File: src/rtl/dma_ag_pkg.sv
// Package dma_ag_pkg
// Shared size-code type and decode helpers for the address generator.
// Assumes 3-bit size codes; reserved codes decode as one byte.
package dma_ag_pkg;

    typedef logic [2:0] size_code_t;

    // Log2 of the access size in bytes for a size code.
    function automatic logic [2:0] size_log2(input size_code_t code);
        case (code)
            3'b000:  return 3'd0;
            3'b001:  return 3'd1;
            3'b010:  return 3'd2;
            3'b100:  return 3'd4;
            3'b101:  return 3'd5;
            default: return 3'd0;
        endcase
    endfunction

    // True for the size codes that carry a meaning.
    function automatic logic size_known(input size_code_t code);
        case (code)
            3'b000, 3'b001, 3'b010, 3'b100, 3'b101: return 1'b1;
            default: return 1'b0;
        endcase
    endfunction

endpackage

File: src/rtl/dma_ag_size_dec.sv
// Module dma_ag_size_dec
// Decodes both size codes into the beat size and, for each side, the
// shift that turns its per-access offset into a per-beat step.
// Assumes the narrower side makes beat/size accesses in each beat.
module dma_ag_size_dec
    import dma_ag_pkg::*;
#(
    parameter int BBW = 6
) (
    input  size_code_t       ssize,
    input  size_code_t       dsize,
    output logic [2:0]       src_shift,
    output logic [2:0]       dst_shift,
    output logic [BBW-1:0]   beat_bytes,
    output logic             code_bad
);

    logic [2:0] slog;
    logic [2:0] dlog;
    logic [2:0] blog;

    // Pick the wider side and derive the access-count shift for each side.
    always_comb begin
        slog       = size_log2(ssize);
        dlog       = size_log2(dsize);
        blog       = (slog > dlog) ? slog : dlog;
        src_shift  = blog - slog;
        dst_shift  = blog - dlog;
        beat_bytes = BBW'(1) << blog;
        code_bad   = !size_known(ssize) || !size_known(dsize);
    end

endmodule

File: src/rtl/dma_ag_addr_path.sv
// Module dma_ag_addr_path
// One address register with its step, modulo wrap, minor-loop offset
// and end-of-major adjustment. Used once for each side.
// Assumes AW is wider than OFFW and MLW; modulo widths below AW.
module dma_ag_addr_path #(
    parameter int AW   = 32,
    parameter int OFFW = 16,
    parameter int MLW  = 20,
    parameter int MODW = 5
) (
    input  logic                 clk,
    input  logic                 rst_n,
    input  logic                 load,
    input  logic [AW-1:0]        start_addr,
    input  logic                 beat,
    input  logic [OFFW-1:0]      step_off,
    input  logic [2:0]           step_shift,
    input  logic [MODW-1:0]      modw,
    input  logic                 minor_end,
    input  logic                 ml_apply,
    input  logic [MLW-1:0]       mloff,
    input  logic                 major_end,
    input  logic [AW-1:0]        last_adj,
    output logic [AW-1:0]        addr
);

    logic [AW-1:0] off_ext;
    logic [AW-1:0] advance;
    logic [AW-1:0] sum;
    logic [AW-1:0] mask;
    logic [AW-1:0] stepped;
    logic [AW-1:0] ml_ext;
    logic [AW-1:0] corrected;

    // Build the per-beat step, wrap the low bits, then add the loop corrections.
    always_comb begin
        off_ext   = {{(AW-OFFW){step_off[OFFW-1]}}, step_off};
        advance   = off_ext << step_shift;
        sum       = addr + advance;
        mask      = (modw == '0) ? '1 : ((AW'(1) << modw) - AW'(1));
        stepped   = beat ? ((addr & ~mask) | (sum & mask)) : addr;
        ml_ext    = {{(AW-MLW){mloff[MLW-1]}}, mloff};
        corrected = stepped
                  + ((minor_end && ml_apply) ? ml_ext : '0)
                  + (major_end ? last_adj : '0);
    end

    // Address register: reset, load of the start value, or corrected update.
    always_ff @(posedge clk) begin
        if (!rst_n)      addr <= '0;
        else if (load)   addr <= start_addr;
        else             addr <= corrected;
    end

    // a beat with wrapping on and no correction keeps the upper bits.
    a_r4_upper_hold: assert property (@(posedge clk) disable iff (!rst_n)
        (beat && !load && !minor_end && !major_end && modw != '0)
        |=> (((addr ^ $past(addr)) & ~$past(mask)) == '0));

    // without any strobe the address holds.
    a_r11_addr_hold: assert property (@(posedge clk) disable iff (!rst_n)
        (!load && !beat && !minor_end && !major_end) |=> $stable(addr));

    // load places the start address.
    a_r9_load_addr: assert property (@(posedge clk) disable iff (!rst_n)
        load |=> (addr == $past(start_addr)));

endmodule

File: src/rtl/dma_ag_byte_count.sv
// Module dma_ag_byte_count
// Remaining-byte counter for the current minor loop.
// Assumes nbytes is stable while a minor loop runs; saturates at zero.
module dma_ag_byte_count #(
    parameter int CW  = 16,
    parameter int BBW = 6
) (
    input  logic             clk,
    input  logic             rst_n,
    input  logic             load,
    input  logic             beat,
    input  logic             minor_end,
    input  logic             major_end,
    input  logic [CW-1:0]    nbytes,
    input  logic [BBW-1:0]   beat_bytes,
    output logic             minor_done
);

    logic [CW-1:0] count;
    logic [CW-1:0] beat_ext;
    logic          reload;

    // Widen the beat size and collect the reload conditions.
    always_comb begin
        beat_ext   = CW'(beat_bytes);
        reload     = load || minor_end || major_end;
        minor_done = (count == '0);
    end

    // Counter: reload at loop boundaries, saturating subtract per beat.
    always_ff @(posedge clk) begin
        if (!rst_n)          count <= '0;
        else if (reload)     count <= nbytes;
        else if (beat)       count <= (count > beat_ext) ? (count - beat_ext) : '0;
    end

    // a loop boundary restores the full byte count.
    a_r5_reload: assert property (@(posedge clk) disable iff (!rst_n)
        (minor_end || major_end) |=> (count == $past(nbytes)));

    // a beat with enough bytes left removes exactly one beat.
    a_r5_decrement: assert property (@(posedge clk) disable iff (!rst_n)
        (beat && !reload && count >= beat_ext)
        |=> (count == $past(count) - $past(beat_ext)));

endmodule

File: src/rtl/dma_addr_gen.sv
// Module dma_addr_gen
// Top of the basic-transfer address generator: size decode, two address
// paths, byte counter and the configuration check captured on load.
// Assumes descriptor inputs stay stable between load and the last strobe.
module dma_addr_gen #(
    parameter int AW   = 32,
    parameter int CW   = 16,
    parameter int OFFW = 16,
    parameter int MLW  = 20,
    parameter int MODW = 5
) (
    input  logic              clk,
    input  logic              rst_n,
    input  logic              load,
    input  logic              beat_done,
    input  logic              minor_end,
    input  logic              major_end,
    input  logic [AW-1:0]     saddr,
    input  logic [AW-1:0]     daddr,
    input  logic [OFFW-1:0]   soff,
    input  logic [OFFW-1:0]   doff,
    input  logic [2:0]        ssize,
    input  logic [2:0]        dsize,
    input  logic [MODW-1:0]   smod,
    input  logic [MODW-1:0]   dmod,
    input  logic [CW-1:0]     nbytes,
    input  logic              map_en,
    input  logic              src_ml_en,
    input  logic              dst_ml_en,
    input  logic [MLW-1:0]    mloff,
    input  logic [AW-1:0]     src_last,
    input  logic [AW-1:0]     dst_last,
    output logic [AW-1:0]     src_addr,
    output logic [AW-1:0]     dst_addr,
    output logic [5:0]        beat_bytes,
    output logic              minor_done,
    output logic              cfg_err
);

    localparam int BBW = 6;

    logic [2:0]    src_shift;
    logic [2:0]    dst_shift;
    logic          code_bad;
    logic          misfit;
    logic [CW-1:0] beat_mask;

    dma_ag_size_dec #(.BBW(BBW)) u_size (
        .ssize      (ssize),
        .dsize      (dsize),
        .src_shift  (src_shift),
        .dst_shift  (dst_shift),
        .beat_bytes (beat_bytes),
        .code_bad   (code_bad)
    );

    dma_ag_addr_path #(.AW(AW), .OFFW(OFFW), .MLW(MLW), .MODW(MODW)) u_src (
        .clk        (clk),
        .rst_n      (rst_n),
        .load       (load),
        .start_addr (saddr),
        .beat       (beat_done),
        .step_off   (soff),
        .step_shift (src_shift),
        .modw       (smod),
        .minor_end  (minor_end),
        .ml_apply   (map_en && src_ml_en),
        .mloff      (mloff),
        .major_end  (major_end),
        .last_adj   (src_last),
        .addr       (src_addr)
    );

    dma_ag_addr_path #(.AW(AW), .OFFW(OFFW), .MLW(MLW), .MODW(MODW)) u_dst (
        .clk        (clk),
        .rst_n      (rst_n),
        .load       (load),
        .start_addr (daddr),
        .beat       (beat_done),
        .step_off   (doff),
        .step_shift (dst_shift),
        .modw       (dmod),
        .minor_end  (minor_end),
        .ml_apply   (map_en && dst_ml_en),
        .mloff      (mloff),
        .major_end  (major_end),
        .last_adj   (dst_last),
        .addr       (dst_addr)
    );

    dma_ag_byte_count #(.CW(CW), .BBW(BBW)) u_count (
        .clk        (clk),
        .rst_n      (rst_n),
        .load       (load),
        .beat       (beat_done),
        .minor_end  (minor_end),
        .major_end  (major_end),
        .nbytes     (nbytes),
        .beat_bytes (beat_bytes),
        .minor_done (minor_done)
    );

    // A multiple of the wider size is also a multiple of the narrower one.
    always_comb begin
        beat_mask = CW'(beat_bytes) - CW'(1);
        misfit    = (nbytes & beat_mask) != '0;
    end

    // Configuration flag, refreshed only when a descriptor is loaded.
    always_ff @(posedge clk) begin
        if (!rst_n)    cfg_err <= 1'b0;
        else if (load) cfg_err <= code_bad || misfit;
    end

    // between loads the configuration flag does not move.
    a_r8_err_hold: assert property (@(posedge clk) disable iff (!rst_n)
        !load |=> $stable(cfg_err));

    // a load leaves the full byte count, so the minor loop is not done
    // unless the loaded count is zero.
    a_r9_load_count: assert property (@(posedge clk) disable iff (!rst_n)
        load |=> (minor_done == ($past(nbytes) == '0)));

endmodule

File: config.mk
export PLATFORM = sky130hd
export DESIGN_NAME = dma_addr_gen
export DESIGN_NICKNAME = d
export VERILOG_FILES = /design/src/rtl/dma_ag_pkg.sv /design/src/rtl/dma_ag_size_dec.sv /design/src/rtl/dma_ag_addr_path.sv /design/src/rtl/dma_ag_byte_count.sv /design/src/rtl/dma_addr_gen.sv
export SDC_FILE = /design/constraint.sdc
export NUM_CORES = 1
export LEC_CHECK = 0
export BUFFER_PORTS_ARGS = -buffer_cell sky130_fd_sc_hd__buf_2
export CORE_MARGIN = 1.5
export CORE_UTILIZATION = 54
export CTS_BUF_LIST = sky130_fd_sc_hd__clkbuf_4
export DETAILED_ROUTE_END_ITERATION = 6
export PLACE_DENSITY = 0.87
export REMOVE_ABC_BUFFERS = 1
export SLEW_MARGIN = 20
export SYNTH_ARGS = -nofsm -noshare
export SYNTH_HDL_FRONTEND = slang
export SYNTH_SLANG_ARGS = --single-unit
File: constraint.sdc
create_clock -name clk -period 24.5 [get_ports clk]
set_clock_uncertainty 0.15 [all_clocks]
set_input_delay 0 -clock clk [delete_from_list [all_inputs] [get_ports clk]]
set_output_delay 0 -clock clk [all_outputs]
set_load 0.01 [all_outputs]
==> results of run 1 <==
state kept, by name, summed over array words and instances (netlist names):
register       flops
cfg_err            1
u_count.count     16
u_dst.addr        32
u_src.addr        32
per-layer routing:
| metal | global-route usage [%] | up-vias | wire, um |
|---|---|---|---|
| met5 | 0 | - | 28 |
| met4 | 17.7 | 4 | 2590 |
| met3 | 7.59 | 170 | 4970 |
| met2 | 58.9 | 951 | 24400 |
| met1 | 46.6 | 7972 | 22300 |
| li1 | - | 8126 | - |
layout by cell type (no fill, tap or decap), types with 13 or more instances in the layout:
master,count
a211o_1,13
o21a_1,26
or3_1,15
a21o_1,74
xnor2_1,60
a211oi_1,13
nand2b_1,18
mux2_2,14
nor3_1,39
a31oi_1,21
o21ai_0,166
buf_2,290
nand3_1,45
nand2_1,300
and2_1,67
and3_1,26
mux2i_1,66
fa_1,69
a21oi_1,149
inv_1,177
dlygate4sd3_1,106
dfxtp_1,81
nor2_1,130
o211ai_1,14
ha_1,141
xor2_1,48
nor2b_1,48
stage by stage:
step | instance area, um^2 | hold WS, ns | power, mW | worst slack, ns | cells
floorplan | 14900 | -0.0283 | 0.789 | 16.27 | 2030
CTS | 18100 | 0.00680 | 1.13 | 15.63 | 2831
global route | 18100 | 0.0654 | 1.24 | 14.88 | 2835
global placement | 16900 | 0.0762 | 0.991 | 15.48 | 2709
detailed placement | 16900 | 0.0805 | 1.02 | 15.11 | 2709
finish | 18100 | 0.0485 | 1.14 | 15.43 | 2843
how the worst max path moves through the flow:
stage / to / slack [ns] / cells after the start
final: u_dst.addr[31] / 15.43 / 38
after detailed placement: u_dst.addr[31] / 15.11 / 38
after global routing: u_dst.addr[31] / 14.88 / 38
after global placement: u_dst.addr[31] / 15.48 / 38
after CTS: u_dst.addr[31] / 15.63 / 38
after floorplan: u_dst.addr[31] / 16.27 / 37
power groups by stage:
stage	clock network, mW	logic (mW)	registers (mW)
global placement	0	0.810	0.181
floorplan	0	0.607	0.182
finish	0.0888	0.876	0.179
global route	0.0929	0.966	0.181
detailed placement	0	0.835	0.181
CTS	0.0889	0.859	0.178
synth_stat cells (39+ instances only):
cell type  count  share of area (%)
a21o_1        74                3.6
a21oi_1      149                4.9
and2_1        67                2.7
clkbuf_1      78                1.9
dfxtp_1       81                 11
fa_1          69                9.0
ha_1         141                 12
inv_1        177                4.3
mux2i_1       66                4.3
nand2_1      300                7.4
nand3_1       45                1.5
nor2_1       130                3.2
nor2b_1       48                2.0
nor3_1        39                1.3
o21ai_0      166                5.4
xnor2_1       61                3.5
xor2_1        48                2.8
layout make-up:
type	count	area [um^2]
Antenna cell	12	30.0
Clock buffer	9	67.6
Multi-Input combinational cell	1771	12600
Inverter	178	668
Sequential cell	81	1620
Fill cell	2533	9630
Tap cell	378	473
Timing Repair Buffer	407	2590
Clock inverter	7	60.1
critical path, delay by kind of cell:
kind / cells / cell delay (ns)
and+or+nand+nor: 8 / 1.48
xor gates and xnor gates: 1 / 0.17
adders and majority gates: 7 / 2.94
buffers and inverters: 4 / 0.65
AOI/OAI and AO/OA: 18 / 4.12
cell families (layout without fill, tap and decap cells):
kind of cell	after synthesis	after routing	synth area share, %
xor+xnor	109	109	6.25
simple gates	751	751	23.5
mux	85	85	6.09
buf+inv	272	601	6.73
compound gates	612	612	26.1
other cells	2	14	0.0492
flops	81	81	10.6
fa+ha+maj	212	212	20.7
==> key figures, run 1 <==
Timing
  – Fmax: 110 MHz
  – Period utilisation layout: 37.0%
  – Final worst path period need: 9.07 ns
  – # setup viols final: 0
  – Unrepaired setup endpoints after global routing: false
  – Worst-Margin Slew: 1.05 ns
  – Hold Violations, Final: 0
  – Fin Setup TNS: 0 ns
  – Slew Limit Fails: 0
  – Relative slew slack: 30.2%

Routing
  – Drt wl/cell: 19.1 um
  – Drc violations: 0
  – Via count: 17200
  – Drt pass-1 iters: 5
  – Vias per Instance: 6.06
  – Number of routed nets with antenna violations: 0
  – WL final: 54300 um
  – Initial drt markers: 1741

Worst hold path
  – HP Class: primary input to flip-flop
  – Hold path depth: 7
  – Worst Hold End: u_src.addr[31]
  – Hold path startpoint: src_last[31]

Place
  – Number of buffers added on ports: 291
  – Final HPWL DP: 41700 um
  – Routability cong.: 0.984

Clock network
  – Post-CTS resize count: 0
  – # Post-CTS Setup Buffers: 0
  – CTS tree: yes
  – Clock Latency Late Sink: 0.50 ns
  – CTS H-tree lvls: 3
  – CTS Sinks: 81
  – Hold buffers post-CTS: 106
  – CTS Buf Count: 9
  – CTS max path bufs: 2
  – Root buf cell: clkbuf_4
  – Clock transition at path regs: 0.19 ns

Worst setup path
  – Nature of the critical path endpoint: flip-flop
  – Setup CP Type: primary input to flip-flop
  – Crit-path slowest cell: fa_1
  – Crit-path max cell delay: 0.97 ns
  – Crit Reg-Reg Startpoint: u_dst.addr[0]
  – CP required: 24.79 ns
  – WP data arrival: 9.36 ns
  – Worst reg-to-reg setup slack: 18.16 ns
  – Worst Setup SP: ssize[0]
  – Most used cell along the critical path: ha_1
  – R2R depth: 26
  – Worst flop-to-flop path endpoint: u_dst.addr[31]
  – Worst-path fanout max: 18
  – Crit start category: primary input

Logic synthesis
  – Syn avg cell area: 7.19 um^2
  – Ys Warns: 0
  – Seq/Total Area, Yosys: 10.6%
  – Cells after Synth: 2124
  – Netlist Area Pre-Place: 15300 um^2
  – Asr flop ratio synth: 0%
  – Synth Flop Type: dfxtp_1
  – Number of synthesized flops with an enable pin: 0
  – Synth Register Bits: 81
  – Synth cell types: 90

Cells and area
  – Area grow syn2layout: 18.8%
  – Nets@finish: 2879
  – Layout cell share with drive strength beyond 1: 14.8%
  – Finished Core Util: 65.3%

Global routing
  – Vias in the first global route: 16500
  – Remaining global-route overflow: 0
  – Initial antenna violation count: 14
  – Total GRT Usage: 36.6%
  – First-pass GRT wire length: 84100 um
  – Largest net degree at the start of global routing: 98

Power and ir drop
  – Comb power frac: 76.6%
  – Leak: 9.33 nW
  – Clock share of power: 7.8%
  – Net Sw Frac: 52.5%
  – Switching power summed over all nets: 0.601 mW
  – Internal power: 0.543 mW
  – Pwr Density: 63.0 nW/um^2
  – Flop pwr share: 15.7%
  – Worst vdd ir: 24.8 uV

Floorplan
  – Starting Density: 55.0%
  – Die height: 171 um
  – CORE AREA: 27800 um^2
  – Die area: 29300 um^2
  – Die width: 171 um
  – FP Rows: 61
  – I/O Pins: 293

Run status
  – Status: finished, final reports clean

Job
  – Max-cap viol count: 0
(Power assumes the default switching activity.)
==> run 2: changes to the inputs <==
--- a/config.mk
+++ b/config.mk
@@ -7,10 +7,10 @@
 export LEC_CHECK = 0
 export BUFFER_PORTS_ARGS = -buffer_cell sky130_fd_sc_hd__buf_2
 export CORE_MARGIN = 1.5
-export CORE_UTILIZATION = 54
+export CORE_UTILIZATION = 53
 export CTS_BUF_LIST = sky130_fd_sc_hd__clkbuf_4
 export DETAILED_ROUTE_END_ITERATION = 6
-export PLACE_DENSITY = 0.87
+export PLACE_DENSITY = 0.89
 export REMOVE_ABC_BUFFERS = 1
 export SLEW_MARGIN = 20
 export SYNTH_ARGS = -nofsm -noshare
==> constraint.sdc (replaced) <==
create_clock -name clk -period 7.7 [get_ports clk]
set_clock_uncertainty 0.15 [all_clocks]
set_input_delay 0 -clock clk [delete_from_list [all_inputs] [get_ports clk]]
set_output_delay 0 -clock clk [all_outputs]
set_load 0.01 [all_outputs]
==> run 2 against run 1 <==
  * Final cell count is 7.5% higher
  * Sequential power rose to 3.2 times the previous value
  * Via count grew 8.4%
  * Critical endpoint unchanged
  * Largest cell class unchanged
==> key figures, run 2 (synthesis results as in run 1) <==
Run status
  – Status: finished, final reports clean

Clock network
  – CTS max path bufs: 2 (unchanged)
  – Clock Latency Late Sink: 0.52 ns (+0.02 ns)
  – CTS Sinks: 81 (unchanged)
  – CTS tree: yes
  – CTS H-tree lvls: 3 (unchanged)
  – CTS Buf Count: 9 (unchanged)
  – Clock transition at path regs: 0.16 ns (-0.03 ns)
  – Root buf cell: clkbuf_4

Worst setup path
  – Worst reg-to-reg setup slack: 1.93 ns (-16.23 ns)
  – R2R depth: 27 (+3.8%)
  – Nature of the critical path endpoint: flip-flop
  – Worst flop-to-flop path endpoint: u_dst.addr[28]
  – CP required: 7.98 ns (-16.81 ns)
  – Crit Reg-Reg Startpoint: u_dst.addr[0]
  – Worst-path fanout max: 11 (-7)
  – Setup CP Type: primary input to flip-flop
  – WP data arrival: 7.79 ns (-1.57 ns)
  – Worst Setup SP: ssize[0]
  – Crit-path max cell delay: 0.55 ns (-0.42 ns)
  – Crit-path slowest cell: fa_1
  – Crit start category: primary input

Global routing
  – Initial antenna violation count: 12 (-2)
  – Total GRT Usage: 37.5% (+0.89 points)
  – Largest net degree at the start of global routing: 58 (-41%)
  – First-pass GRT wire length: 90700 um (+7.9%)
  – Remaining global-route overflow: 0 (unchanged)
  – Vias in the first global route: 17900 (+8.9%)

Power and ir drop
  – Pwr Density: 210 nW/um^2 (+230%)
  – Worst vdd ir: 95.0 uV (+280%)
  – Total power: 4.22 mW (+270%)
  – Leak: 10.4 nW (+12%)

Cells and area
  – Nets@finish: 3096 (+7.5%)
  – Fill cells: 2229 (-12%)
  – Top flop regs: u_dst.addr (32), u_src.addr (32), u_count.count (16)
  – Finished Core Util: 71.6% (+6.2 points)
  – Commonest non-fill, non-tap cell in the layout: nand2_1
  – Commonest cells after routing, fill and taps aside: 298 x nand2_1, 290 x buf_2, 216 x buf_4
  – Area grow syn2layout: 31.6%
  – Layout cell share with drive strength beyond 1: 23.6% (+8.8 points)

Worst hold path
  – Hold path depth: 5 (-2)
  – HP Class: primary input to flip-flop
  – Hold path startpoint: soff[15]
  – Worst Hold End: u_src.addr[31]

Place
  – Number of buffers added on ports: 291 (unchanged)
  – Post-place setup slack: -0.616 ns (-15.73 ns)
  – Routability cong.: 0.987 (+0.28%)
  – Final HPWL DP: 44400 um (+6.3%)

Floorplan
  – FP Rows: 61 (unchanged)
  – I/O Pins: 293 (unchanged)
  – Starting Density: 54.4% (-0.60 points)
  – CORE AREA: 28100 um^2 (+1.1%)
  – Die height: 173 um (+0.92%)
  – Die width: 173 um (+0.92%)
  – Die area: 29900 um^2 (+1.9%)

Routing
  – Number of routed nets with antenna violations: 0 (unchanged)
  – Drt pass-1 iters: 6 (+1)
  – Drc violations: 0 (unchanged)
  – Via count: 18700 (+8.4%)
  – Initial drt markers: 1973 (+13%)
  – WL final: 58700 um (+8.1%)
  – Vias per Instance: 6.11 (+0.83%)
  – Drt wl/cell: 19.2 um (+0.57%)

Timing
  – Fmax: 133 MHz
  – Relative slew slack: 37.9% (+7.7 points)
  – Fin Hold WS: 0.0526 ns (+0.00405 ns)
  – Fin Setup TNS: 0 ns (unchanged)
  – Worst-Margin Slew: 0.931 ns (-0.116 ns)
  – # setup viols final: 0 (unchanged)
  – Period utilisation layout: 97.5%
  – Hold Violations, Final: 0 (unchanged)
  – Final worst path period need: 7.50 ns
  – Setup WS post-layout: 0.195 ns (-15.23 ns)
  – Slew Limit Fails: 0 (unchanged)

Job
  – Max-cap viol count: 0 (unchanged)
==> run 2: cell count changes in the layout (fill, tap and decap cells not counted), sizes merged <==
cell / before / now
dlygate4sd3: 106 / 115
inv: 180 / 177
clkinvlp: 3 / 1
buf: 301 / 509
clkbuf: 9 / 10
clkinv: 2 / 6
diode: 12 / 9
==> run 2: power breakdown <==
group / total (mW) / switching, mW / internal (mW)
combinational: 3.38 / 1.80 / 1.58
clock: 0.256 / 0.188 / 0.0678
sequential: 0.575 / 0.0856 / 0.490
total: 4.22 / 2.08 / 2.14
==> run 2: per-stage QoR <==
step | cells | cell area [um^2]
2_1_floorplan | 2030 | 14900
3_3_place_gp | 2911 | 18400
3_5_place_dp | 2911 | 18400
4_1_cts | 3043 | 19700
5_1_grt | 3051 | 20100
6_report | 3057 | 20100
==> run 2: metal layers <==
| layer | GRT usage (%) | part of all wire (%) |
|---|---|---|
| met1 | 47.2 | 40 |
| met2 | 61.8 | 45 |
| met3 | 7.30 | 9.0 |
| met4 | 17.1 | 5.6 |
| met5 | 0 | 0.11 |
==> run 2: final cells by class <==
| class | instances | area [um^2] | share of cell area (%) |
|---|---|---|---|
| multi-input cells | 1771 | 12900 | 64.4 |
| diodes | 9 | 22.5 | 0.112 |
| flip-flops and latches | 81 | 1620 | 8.07 |
| inverters | 178 | 668 | 3.32 |
| clock buffers | 10 | 75.1 | 0.373 |
| repair buffers | 624 | 4260 | 21.2 |
| well taps | 378 | 473 | 2.35 |
| clock inverters | 6 | 35.0 | 0.174 |
==> run 2: repair_timing <==
| action | in CTS | in global routing |
|---|---|---|
| pin swaps | 1 | 40 |
| gates resized for setup | 3 | 90 |
| hold buffers | 115 | 0 |
| setup endpoints to repair | 2 | 26 |
| endpoints found under the hold margin | 81 | 0 |
| setup buffers | 1 | 5 |
==> run 2: how the worst max path moves through the flow <==
stage / slack, ns / to / depth (start not counted)
6_report: 0.20 / u_dst.addr[31] / 38
5_1_grt: -0.18 / u_dst.addr[28] / 40
4_1_cts: 0.01 / u_dst.addr[31] / 39
3_5_place_dp: -0.62 / u_dst.addr[31] / 38
3_3_place_gp: -0.35 / u_src.addr[28] / 36
2_1_floorplan: -0.53 / u_dst.addr[31] / 37
==> run 2: worst max-delay path, delay by kind of cell <==
family | cells | cell delay, ns
buffers and inverters | 5 | 0.55
adders and majority gates | 7 | 2.44
AOI/OAI and AO/OA | 12 | 2.13
and+or+nand+nor | 12 | 2.18
muxes | 1 | 0.32
xor gates and xnor gates | 1 | 0.17
